`config.mk`:
```
export PLATFORM = sky130hd
export DESIGN_NAME = ata_taskfile_ctrl
export DESIGN_NICKNAME = d
export VERILOG_FILES = /design/src/rtl/atf_pkg.sv /design/src/rtl/atf_taskfile.sv /design/src/rtl/atf_seq.sv /design/src/rtl/ata_taskfile_ctrl.sv
export SDC_FILE = /design/constraint.sdc
export NUM_CORES = 1
export LEC_CHECK = 0
export BUFFER_PORTS_ARGS = -buffer_cell sky130_fd_sc_hd__buf_2
export CORE_MARGIN = 2
export CORE_UTILIZATION = 51
export DETAILED_ROUTE_END_ITERATION = 10
export PLACE_DENSITY = 0.75
export SETUP_SLACK_MARGIN = 0.05
export SYNTH_ARGS = -nofsm -noshare
export SYNTH_HDL_FRONTEND = slang
export SYNTH_HIERARCHICAL = 1
export SYNTH_SLANG_ARGS = --single-unit
```
`constraint.sdc`:
```
create_clock -name clk -period 6.3 [get_ports clk]
set_input_delay 0.63 -clock clk [delete_from_list [all_inputs] [get_ports clk]]
set_output_delay 0.63 -clock clk [all_outputs]
set_load 0.02 [all_outputs]
```
`src/rtl/atf_pkg.sv`:
```
package atf_pkg;
  localparam int SER_CHARS = 20;
  localparam int VER_CHARS = 8;
  localparam int SER_BITS  = SER_CHARS * 8;
  localparam int VER_BITS  = VER_CHARS * 8;
  localparam int SER_FIRST = 10;
  localparam int VER_FIRST = 23;
  localparam int SER_WORDS = SER_CHARS / 2;
  localparam int VER_WORDS = VER_CHARS / 2;
  localparam int CAPS_WORD = 85;
  localparam int ID_WORDS  = 256;
  localparam int IDX_W     = $clog2(ID_WORDS);
  localparam int TF_REGS   = 5;

  localparam logic [7:0] OP_IDENT = 8'hEC;
  localparam logic [7:0] OP_FLUSH = 8'hE7;
  localparam logic [7:0] OP_RDDMA = 8'hC8;
  localparam logic [7:0] OP_WRDMA = 8'hCA;

  localparam logic [7:0] SB_BUSY  = 8'h80;
  localparam logic [7:0] SB_READY = 8'h40;
  localparam logic [7:0] SB_XFER  = 8'h08;
  localparam logic [7:0] SB_ERROR = 8'h01;

  typedef enum logic [1:0] {ST_IDLE, ST_PIO, ST_FLUSH, ST_DMA} seq_state_t;

  function automatic logic [7:0] status_byte(seq_state_t st, logic err);
    case (st)
      ST_PIO:   return SB_READY | SB_XFER;
      ST_FLUSH: return SB_BUSY | SB_READY;
      ST_DMA:   return SB_BUSY | SB_READY;
      default:  return SB_READY | (err ? SB_ERROR : 8'h00);
    endcase
  endfunction

  function automatic logic [15:0] id_word(logic [IDX_W-1:0] idx,
                                          logic [SER_BITS-1:0] ser,
                                          logic [VER_BITS-1:0] ver);
    int w;
    int k;
    w = int'(idx);
    if (w >= SER_FIRST && w < SER_FIRST + SER_WORDS) begin
      k = w - SER_FIRST;
      return ser[SER_BITS-1-16*k -: 16];
    end else if (w >= VER_FIRST && w < VER_FIRST + VER_WORDS) begin
      k = w - VER_FIRST;
      return ver[VER_BITS-1-16*k -: 16];
    end else if (w == CAPS_WORD) begin
      return 16'h0020;
    end
    return 16'h0000;
  endfunction
endpackage

```
`src/rtl/atf_taskfile.sv`:
```
module atf_taskfile
  import atf_pkg::*;
(
  input  logic       clk,
  input  logic       rst_n,
  input  logic       wr_en,
  input  logic [2:0] addr,
  input  logic [7:0] wdata,
  output logic [7:0] regs [TF_REGS]
);
  for (genvar i = 0; i < TF_REGS; i++) begin : g_reg
    logic hit;
    assign hit = wr_en && (addr == 3'(i + 2));
    always_ff @(posedge clk or negedge rst_n) begin
      if (!rst_n)   regs[i] <= 8'h00;
      else if (hit) regs[i] <= wdata;
    end
  end
endmodule

```
`src/rtl/atf_seq.sv`:
```
module atf_seq
  import atf_pkg::*;
(
  input  logic             clk,
  input  logic             rst_n,
  input  logic             cmd_we,
  input  logic [7:0]       cmd_code,
  input  logic             status_rd,
  input  logic             data_rd,
  input  logic             flush_done,
  input  logic             dma_done,
  output seq_state_t       state,
  output logic [IDX_W-1:0] word_idx,
  output logic             err,
  output logic             irq,
  output logic             dir_in,
  output logic             irq_set,
  output logic             last_read
);
  logic accept, start_pio, start_flush, start_dma, bad_cmd, cmd_end;

  always_comb begin
    accept      = cmd_we && (state == ST_IDLE);
    start_pio   = accept && (cmd_code == OP_IDENT);
    start_flush = accept && (cmd_code == OP_FLUSH);
    start_dma   = accept && (cmd_code == OP_RDDMA || cmd_code == OP_WRDMA);
    bad_cmd     = accept && !start_pio && !start_flush && !start_dma;
    cmd_end     = (state == ST_FLUSH && flush_done) || (state == ST_DMA && dma_done);
    last_read   = (state == ST_PIO) && data_rd && (word_idx == IDX_W'(ID_WORDS - 1));
    irq_set     = start_pio || cmd_end || bad_cmd;
  end

  always_ff @(posedge clk or negedge rst_n) begin
    if (!rst_n) begin
      state    <= ST_IDLE;
      word_idx <= '0;
      err      <= 1'b0;
      irq      <= 1'b0;
      dir_in   <= 1'b0;
    end else begin
      if (irq_set)        irq <= 1'b1;
      else if (status_rd) irq <= 1'b0;

      if (bad_cmd)     err <= 1'b1;
      else if (accept) err <= 1'b0;

      case (state)
        ST_IDLE: begin
          if (start_pio) begin
            state    <= ST_PIO;
            word_idx <= '0;
          end else if (start_flush) begin
            state <= ST_FLUSH;
          end else if (start_dma) begin
            state  <= ST_DMA;
            dir_in <= (cmd_code == OP_RDDMA);
          end
        end
        ST_PIO: if (data_rd) begin
          word_idx <= word_idx + 1'b1;
          if (last_read) state <= ST_IDLE;
        end
        ST_FLUSH: if (flush_done) state <= ST_IDLE;
        ST_DMA:   if (dma_done) state <= ST_IDLE;
        default:  state <= ST_IDLE;
      endcase
    end
  end
endmodule

```
`src/rtl/ata_taskfile_ctrl.sv`:
```
module ata_taskfile_ctrl
  import atf_pkg::*;
#(
  parameter logic [SER_BITS-1:0] SERIAL_TXT  = "TESTDISK            ",
  parameter logic [VER_BITS-1:0] VERSION_TXT = "REV 2.10"
) (
  input  logic        clk,
  input  logic        rst_n,
  input  logic [2:0]  reg_addr,
  input  logic        reg_wr,
  input  logic        reg_rd,
  input  logic [7:0]  reg_wdata,
  output logic [7:0]  reg_rdata,
  input  logic        data_rd,
  output logic [15:0] data_rdata,
  output logic        irq,
  output logic        flush_req,
  input  logic        flush_done,
  output logic        dma_req,
  output logic        dma_dir,
  output logic [23:0] dma_lba,
  output logic [7:0]  dma_count,
  input  logic        dma_done
);
  seq_state_t       state;
  logic [IDX_W-1:0] word_idx;
  logic             err, irq_set, last_read, tf_we, cmd_we, status_rd;
  logic [7:0]       status;
  logic [7:0]       tf [TF_REGS];

  assign tf_we     = reg_wr && (state == ST_IDLE) && (reg_addr >= 3'd2) && (reg_addr <= 3'd6);
  assign cmd_we    = reg_wr && (reg_addr == 3'd7);
  assign status_rd = reg_rd && (reg_addr == 3'd7);

  atf_taskfile u_tf (
    .clk(clk), .rst_n(rst_n), .wr_en(tf_we), .addr(reg_addr),
    .wdata(reg_wdata), .regs(tf)
  );

  atf_seq u_seq (
    .clk(clk), .rst_n(rst_n), .cmd_we(cmd_we), .cmd_code(reg_wdata),
    .status_rd(status_rd), .data_rd(data_rd), .flush_done(flush_done),
    .dma_done(dma_done), .state(state), .word_idx(word_idx), .err(err),
    .irq(irq), .dir_in(dma_dir), .irq_set(irq_set), .last_read(last_read)
  );

  assign status     = status_byte(state, err);
  assign flush_req  = (state == ST_FLUSH);
  assign dma_req    = (state == ST_DMA);
  assign dma_count  = tf[0];
  assign dma_lba    = {tf[3], tf[2], tf[1]};
  assign data_rdata = (state == ST_PIO) ? id_word(word_idx, SERIAL_TXT, VERSION_TXT) : 16'h0000;

  always_comb begin
    case (reg_addr)
      3'd2, 3'd3, 3'd4, 3'd5, 3'd6: reg_rdata = tf[int'(reg_addr) - 2];
      3'd7:                         reg_rdata = status;
      default:                      reg_rdata = 8'h00;
    endcase
  end
endmodule

```
* Yosys cells after proc, flatten, opt, wreduce, memory -nomap -nowiden
Cells that the tools add are included.
** Operators by class
- $add $sub $neg :: 6
- Multiply operators :: 0
- Divide/modulo/power cells :: 0
- Magnitude comparators :: 7
- Eq/ne operators :: 21
- Shifts and indexed selects :: 2
- Muxes and demuxes :: 29
- Bitwise operators :: 3
- Reductions and logical operators :: 39
** Operator list (count)
- 175-bit by 14-bit indexed part select with 16-bit output, first input constant :: 1
- 16-bit two-way mux :: 5
- 79-bit by 14-bit indexed part select with 16-bit output, first input constant :: 1
- 8-bit equality test, second input constant :: 6
- 8-bit case mux with 2 select lines :: 3
- 32-bit by 4-bit >= comparator with 1-bit output, second input constant :: 1
- 8-bit two-way mux :: 4
- 32-bit inverter :: 1
- 8-bit binary-select mux with 3-bit select :: 1
- 1-bit logical AND :: 23
- 8-bit by 5-bit less-than comparator with 1-bit output, second input constant :: 2
- 2-bit two-way mux :: 7
- 7-bit by 13-bit subtractor with 14-bit output, first input constant :: 1
- 9-bit by 13-bit subtractor with 14-bit output, first input constant :: 1
- 3-bit equality test, second input constant :: 4
- 8-bit by 4-bit subtractor with 9-bit output, second input constant :: 1
- 8-bit by 5-bit subtractor with 9-bit output, second input constant :: 1
- 8-bit by 1-bit adder with 8-bit output, second input constant :: 1
- 8-bit by 4-bit >= comparator with 1-bit output, second input constant :: 1
- 8-bit by 5-bit >= comparator with 1-bit output, second input constant :: 1
- 1-bit two-way mux :: 8
- 2-bit case mux with 4 select lines :: 1
- 3-bit by 2-bit equality test with 1-bit output, second input constant :: 2
- 2-bit by 1-bit inequality test with 1-bit output, second input constant :: 3
- other kinds (17) :: 27
** Storage, ports and cells
- Register bits after elaboration :: 53
- Latch bits :: 0
- Memory bits (writable) :: 0
- ROM bits :: 0
- Bits of input ports :: 18
- Output and inout bits :: 60
- Logic and storage cells :: 117
- Memories :: 0

* Logic depth before layout (Yosys ltp)
Gate-level depths: netlist of the first run.
- Word-level depth :: 10
- Mapped depth :: 10
- Depth with buffers taken out :: 9

* Modules after synthesis
Netlist of the first run, hierarchy kept.
** By module, submodules not included
- atf_taskfile :: instances 1, cells an instance 87, area each 1604.0 um^2, sequential area each 1001.0 um^2
- ata_taskfile_ctrl :: instances 1, cells an instance 183, area each 1336.3 um^2, sequential area each 0.0 um^2
- atf_seq :: instances 1, cells an instance 77, area each 728.2 um^2, sequential area each 325.3 um^2

* Worst setup path before layout of the first run
No wires, ideal clock.
- Kind :: flip-flop to output port
- Start point :: register u_seq.word_idx[2]
- End point :: output data_rdata[10]
- Data arrival time :: 2.862 ns
- Data required time :: 5.670 ns
- Setup slack :: 2.808 ns
- Stages on the path, launching flop included :: 9
- Buffers on the path :: 1
- Cells stage by stage :: dfrtp_1 -> buf_2 -> inv_1 -> ha_1 -> nor2b_1 -> or4_4 -> a2111oi_4 -> o31ai_2 -> a2111oi_2
** Between the ends
- Longest elaborated chain between the ends :: 7
- Elaborated cells between the ends (all ways) :: 20
- Classes of those cells :: add/sub (4); order compare (4); eq/ne (1); shift (2); mux (7); reduce/logical (2)
** RTL lines
- from (decl) :: line atf_seq.sv:13 : output logic [IDX_W-1:0] word_idx,
- from (signal assigned) :: line atf_seq.sv:60 : word_idx <= word_idx + 1'b1;
- 8-bit by 5-bit subtractor with 9-bit output :: line atf_pkg.sv:46 : k = w - VER_FIRST;
- 7-bit by 13-bit subtractor with 14-bit output :: line atf_pkg.sv:47 : return ver[VER_BITS-1-16*k -: 16];
- 79-bit by 14-bit indexed part select with 16-bit output :: line atf_pkg.sv:47
- 16-bit two-way mux :: line atf_pkg.sv:45 : end else if (w >= VER_FIRST && w < VER_FIRST + VER_WORDS) begin
- 16-bit two-way mux :: line atf_pkg.sv:42 : if (w >= SER_FIRST && w < SER_FIRST + SER_WORDS) begin
- 16-bit two-way mux (*) :: line atf_pkg.sv:51 : return 16'h0000;
- 16-bit two-way mux (*) :: line ata_taskfile_ctrl.sv:52 : assign data_rdata = (state == ST_PIO) ? id_word(word_idx, SERIAL_TXT, VERSION_TXT) : 16'h0000;
- to (decl) :: line ata_taskfile_ctrl.sv:15 : output logic [15:0] data_rdata,
Every way passes the cells marked *; elsewhere a longest branch is shown, timed or not.

* Worst setup path after layout of the first run
- Start point :: register u_seq.word_idx[0]
- End point :: output data_rdata[13]
Same word-level chain as after synthesis.

==> summary.md, run 1 <==
| Metric | Value |
|---|---|
| Status | finished, final reports clean |
| Starting DRC count in detailed routing | 270 |
| Ant. Diodes | 0 |
| # rows | 30 |
| Layout cells sized above 1 | 0.354 |
| Tightest Pin Transition | 0.748 ns |
| Placed cells | 500 |
| Reg-to-reg startpoint | u_seq/state[1] |
| Maximum clock frequency | 0.244 GHz |
| Via Count | 3004 |
| Fill cells | 607 |
| WS Path Type | reg -> out |
| Via density | 5.91 |
| Worst rel slew slack | 0.501 |
| Clock-pin slew on the worst setup and hold paths | 0.10 ns |
| Period utilization | 0.651 |
| Post-layout instance area | 4180 um2 |
| Worst min path class | in -> async |
| Post-CTS sizing | 0 |
| Largest net degree at the start of global routing | 54 |
| Tmin final | 4.10 ns |
| Routed Antenna Nets | 0 |
| Clock root buffer | clkbuf_8 |
| Fin. Hold Viols | 0 |
| Layout net count | 440 |
| Mapped cell area | 3660 um2 |
| Reg2reg path depth | 4 |
| Crit Reg-Reg Endpoint | u_tf/regs[19] |
| Syn. warnings | 6 |
| RSZ-0062 raised after global routing | false |
| Synth-to-Final Area Change | 14.1% |
| Skew final | 0.00358 ns |
| Non-filler cells, final | 508 |
| Internal reg-to-reg setup slack | 4.06 ns |
| Top fanout value on the critical path | 20 |
| Critical Path Source Type | register |
| First-pass GRT wire length | 13700 um |
| Pins over their slew limit | 0 |
| Initial antenna violation count | 0 |
| Htree depth | 2 |
| CTS max path bufs | 2 |
| Final setup viols | 0 |
| IO Pins | 78 |
| Hold_buf cts | 0 |
| Die area | 7880 um2 |
| Routed len/inst | 17.4 um |
| WP data arrival | 3.47 ns |
| Detailed Route WL | 8860 um |
| Core box area | 6870 um2 |
| Final Core Density | 0.609 |
| Number of clock sinks | 53 |
| Total Routing Usage GR | 0.224 |
| CTS Buf Count | 5 |
| P_leak | 1.84 nW |
| Clk_lat worst skew | 0.30 ns |
| GR Overflow Total | 0 |
| Pwr dens | 268 nW/um2 |
| Max Cap Viol | 0 |
| First-pass detailed-route iteration total | 5 |
| Max rail drop VDD | 0.216 mV |
| Critical Path RT | 5.67 ns |
| Setup Fix Bufs, Post-CTS | 0 |
| Crit. End Element | output port |
| Final TNS setup | 0 ns |
| Die H | 88.8 um |
| Initial Util | 0.533 |
| TritonCTS clock tree | built |
| Synth Instances | 346 |
| Die Width | 88.8 um |
| Syn_area_per_cell | 10.6 um2 |
| PortBufs | 74 |
| Vias in the first global route | 2680 |
| Drt drc | 0 |
| Post-DP HPWL | 6240 um |
| Placed Area | 4060 um2 |
| GPL Wtd Cong | 0.844 |
## worst max path at each step
stage,from,endpoint,cells past startpoint
floorplan,u_seq/word_idx[2],data_rdata[10],8
global placement,u_seq/word_idx[1],data_rdata[10],8
detailed placement,u_seq/word_idx[2],data_rdata[10],8
CTS,u_seq/word_idx[2],data_rdata[10],8
global route,u_seq/word_idx[0],data_rdata[13],9
finish,u_seq/word_idx[0],data_rdata[13],9
## cell usage in the layout, fill, tap and decap left out, types with 3 or more instances in the layout
master     n
nor2_1    19
a211oi_1   3
a21o_1     3
o21ai_0   15
mux2_4    16
ha_1      11
conb_1     3
nand3b_1   4
o31ai_1    3
nand2b_1   7
xnor2_1    8
nand4b_2   3
and2_1     4
mux2_2    25
a21oi_1   21
or3_1      4
buf_2     74
clkbuf_8   6
dfrtp_1   53
inv_1      8
mux2i_1    6
nand3_1    8
mux4_2     7
o21ai_1    3
nor3_1     6
nor2b_1    5
nor3b_1    3
nand2_1   28
## critical path, cell delays in order (launching register included)
cell and delay (ns):
dfrtp_1 0.70, ha_1 0.33, xnor2_1 0.10, ha_1 0.25, xor3_1 0.20, nand2_1 0.05, a2111oi_1 0.65, o21bai_1 0.39
a311oi_1 0.29, buf_2 0.21
## power by group
part           total [mW]  internal, mW  switching, mW
Sequential          0.480         0.412         0.0675
Combinational       0.402         0.182          0.219
Clock               0.239         0.129          0.110
## state kept, by name, indices dropped and copies added (netlist names)
signal,count
u_seq/state,2
u_seq/irq,1
u_seq/err,1
u_tf/regs,40
u_seq/word_idx,8
u_seq/dir_in,1
## final cells by class
class	instances	area (um2)	area share
multi-input cells	267	2200	0.527
flip-flops and latches	53	1330	0.317
repair buffers	75	378	0.0904
well taps	96	120	0.0287
clock buffers	6	82.6	0.0198
clock inverters	2	37.5	0.00898
inverters	9	33.8	0.00808
## metrics by stage
stage | hold WS [ns] | setup WS (ns) | total power [mW]
finish | 0.438 | 2.20 | 1.12
global route | 0.496 | 1.72 | 1.18
CTS | 0.467 | 2.23 | 1.13
detailed placement | 0.494 | 2.58 | 0.885
global placement | 0.490 | 2.65 | 0.874
floorplan | 0.334 | 2.81 | 0.756
## layer usage
layer | up-vias | global-route usage | wire (um)
met2 | 104 | 0.347 | 4110
met5 | - | 0 | 0
met3 | 6 | 0.0317 | 418
met1 | 1479 | 0.341 | 4270
met4 | 0 | 0.0344 | 61
li1 | 1415 | - | -
(Power assumes the default switching activity.)
==> run 2: changes to the inputs <==
--- a/config.mk
+++ b/config.mk
@@ -5,11 +5,12 @@
 export SDC_FILE = /design/constraint.sdc
 export NUM_CORES = 1
 export LEC_CHECK = 0
+export ABC_AREA = 1
 export BUFFER_PORTS_ARGS = -buffer_cell sky130_fd_sc_hd__buf_2
 export CORE_MARGIN = 2
-export CORE_UTILIZATION = 51
+export CORE_UTILIZATION = 50
 export DETAILED_ROUTE_END_ITERATION = 10
-export PLACE_DENSITY = 0.75
+export PLACE_DENSITY = 0.77
 export SETUP_SLACK_MARGIN = 0.05
 export SYNTH_ARGS = -nofsm -noshare
 export SYNTH_HDL_FRONTEND = slang
==> constraint.sdc (replaced) <==
create_clock -name clk -period 3.68 [get_ports clk]
set_input_delay 0.368 -clock clk [delete_from_list [all_inputs] [get_ports clk]]
set_output_delay 0.368 -clock clk [all_outputs]
set_load 0.02 [all_outputs]
==> run 2 against run 1 <==
  * Sequential power increased by 60%
  * Die area increased by 5.4%
  * Via count increased by 30%
  * Power increased by 96%
  * Largest power group is now combinational cells
  * Register-to-register slack got worse by 2.5 ns
  * Final area increased by 3.8%
  * Clock power increased by 51%
  * Global-route usage increased by 3.6 points
  * Cell count increased by 44%
  * Largest cell class unchanged
==> summary.md, run 2 <==
| Metric | Value |
|---|---|
| Vias in the first global route | 3664 |
| GR Overflow Total | 0 |
| Layout net count | 663 |
| Drt drc | 0 |
| Syn_area_per_cell | 6.79 um2 |
| Design Power | 2.20 mW |
| Tmin final | 3.17 ns |
| PortBufs | 74 |
| Core box area | 7290 um2 |
| Starting DRC count in detailed routing | 353 |
| Crit. End Element | output port |
| Die area | 8300 um2 |
| Pwr dens | 507 nW/um2 |
| Non-filler cells, final | 734 |
| Max rail drop VDD | 0.194 mV |
| FF/Latch Area | 1330 um2 |
| Routed len/inst | 14.0 um |
| Maximum clock frequency | 0.315 GHz |
| Detailed Route WL | 10300 um |
| Via density | 5.32 |
| P_int | 1.14 mW |
| First-pass GRT wire length | 17700 um |
| Number of clock sinks | 53 |
| Routed Antenna Nets | 0 |
| # rows | 31 |
| First-pass detailed-route iteration total | 5 |
| Sw Ratio | 0.482 |
| Post-DP HPWL | 7670 um |
| Status | finished, final reports clean |
| Ant. Diodes | 0 |
| Via Count | 3906 |
| Post-CTS sizing | 0 |
| WP data arrival | 2.80 ns |
| Clk_lat worst skew | 0.32 ns |
| Sequential share of power | 0.349 |
| Worst rel slew slack | 0.390 |
| Reg with most FFs | u_tf/regs |
| Top fanout value on the critical path | 13 |
| CP top delay family | simple AND/OR/NAND/NOR gates |
| Hold_buf cts | 0 |
| Mapped cell area | 3790 um2 |
| Period utilization | 0.862 |
| Critical Path Source Type | register |
| Total Routing Usage GR | 0.260 |
| Commonest cells after routing, fill and taps aside | nand2_1 (182), buf_2 (74), nand3_1 (60) |
| WS Path Type | reg -> out |
| Fill cells | 697 |
| RSZ-0062 raised after global routing | false |
| WP buf/inv | 4 |
| Most common cell type on the critical path | nand2_1 |
| Syn. warnings | 6 |
| Max reg flops | 40 |
| CTS Buf Count | 5 |
| Fin. Hold Viols | 0 |
| Max Cap Viol | 0 |
| IO Pins | 78 |
| P_sw | 1.06 mW |
| Clock root buffer | clkbuf_8 |
| Max incr delay on CP | 0.53 ns |
| Top Registers | u_tf/regs (40), u_seq/word_idx (8), u_seq/state (2) |
| Die Width | 91.1 um |
| Pins over their slew limit | 0 |
| Final TNS setup | 0 ns |
| Setup Fix Bufs, Post-CTS | 0 |
| Final Core Density | 0.595 |
| Final setup viols | 0 |
| Clock-pin slew on the worst setup and hold paths | 0.10 ns |
| CTS max path bufs | 2 |
| Critical-path cell list | ha_1 -> nand2_1 -> inv_1 -> nor2_1 -> inv_1 -> ha_1 -> inv_1 -> nand2_1 -> nand2_1 -> nand2_1 -> nand2_1 -> nand3_2 -> nand2_1 -> nand3_1 -> nor2_1 -> nand2_1 -> nor2_1 -> buf_2 |
| CP max stage cell | dfrtp_1 |
| Synth-to-Final Area Change | 14.4% |
| Critical Path RT | 3.31 ns |
| Skew final | 0.0100 ns |
| GPL Wtd Cong | 0.904 |
| Placed cells | 726 |
| Commonest non-fill, non-tap cell in the layout | nand2_1 |
| Synth Instances | 559 |
| P_leak | 2.56 nW |
| Die H | 91.1 um |
| Initial antenna violation count | 0 |
| Layout cells sized above 1 | 0.228 |
| Tightest Pin Transition | 0.915 ns |
| Initial Util | 0.520 |
| Largest net degree at the start of global routing | 40 |
| Comb pwr share | 0.488 |
| Clock power frac | 0.164 |
| Htree depth | 2 |
| TritonCTS clock tree | built |
| Worst min path class | in -> async |
| Area of the multi-input gates | 2130 um2 |
run 2: final timing paths:
| check | from | endpoint | slack [ns] | depth (start not counted) |
|---|---|---|---|---|
| worst min register to register | u_tf/regs[2] | u_tf/regs[2] | 0.50 | 2 |
| worst min-delay path | rst_n | u_tf/regs[18] | 0.17 | 1 |
| min in group clk | reg_wdata[5] | u_tf/regs[5] | 0.36 | 3 |
| worst max register to register | u_seq/state[1] | u_tf/regs[38] | 1.56 | 8 |
| worst max-delay path | u_seq/word_idx[0] | data_rdata[0] | 0.51 | 18 |
| max in group asynchronous | rst_n | u_tf/regs[25] | 2.78 | 2 |
run 2: area by class of cell:
class,instances,area share
Multi-Input combinational cell,425,0.490
Tap cell,99,0.0285
Sequential cell,53,0.306
Inverter,74,0.0657
Clock buffer,6,0.0190
Clock inverter,2,0.00404
Timing Repair Buffer,75,0.0871
run 2: layer usage:
layer  vias to the layer above  global-route usage  routed length (um)
li1                       1928                   -                   -
met1                      1833               0.368                4690
met2                       131               0.414                4860
met3                        14              0.0349                 547
met4                         0              0.0795                 176
met5                         -                   0                   0
run 2: power groups by stage:
stage / clock network (mW) / logic [mW] / registers (mW)
2_1_floorplan: 0 / 0.834 / 0.752
3_3_place_gp: 0 / 1.03 / 0.772
3_5_place_dp: 0 / 1.06 / 0.774
4_1_cts: 0.370 / 1.07 / 0.763
5_1_grt: 0.388 / 1.23 / 0.783
6_report: 0.360 / 1.07 / 0.766
run 2: stage by stage:
stage                     hold WS [ns]  setup WS, ns  cell area, um2
after floorplan                 0.0724          1.08            3800
after global placement           0.464          1.03            4240
after detailed placement         0.471         0.897            4240
after CTS                        0.198         0.547            4340
after global routing             0.228         0.205            4340
final                            0.166         0.508            4340
run 2: worst reg2reg max path: stages, from the launching register on:
cell	delay (ns)
dfrtp_1	0.50
inv_1	0.18
nand3_1	0.13
a221oi_1	0.36
inv_1	0.13
nor2_4	0.37
nand2_2	0.20
nand2_1	0.09
nand2_1	0.05
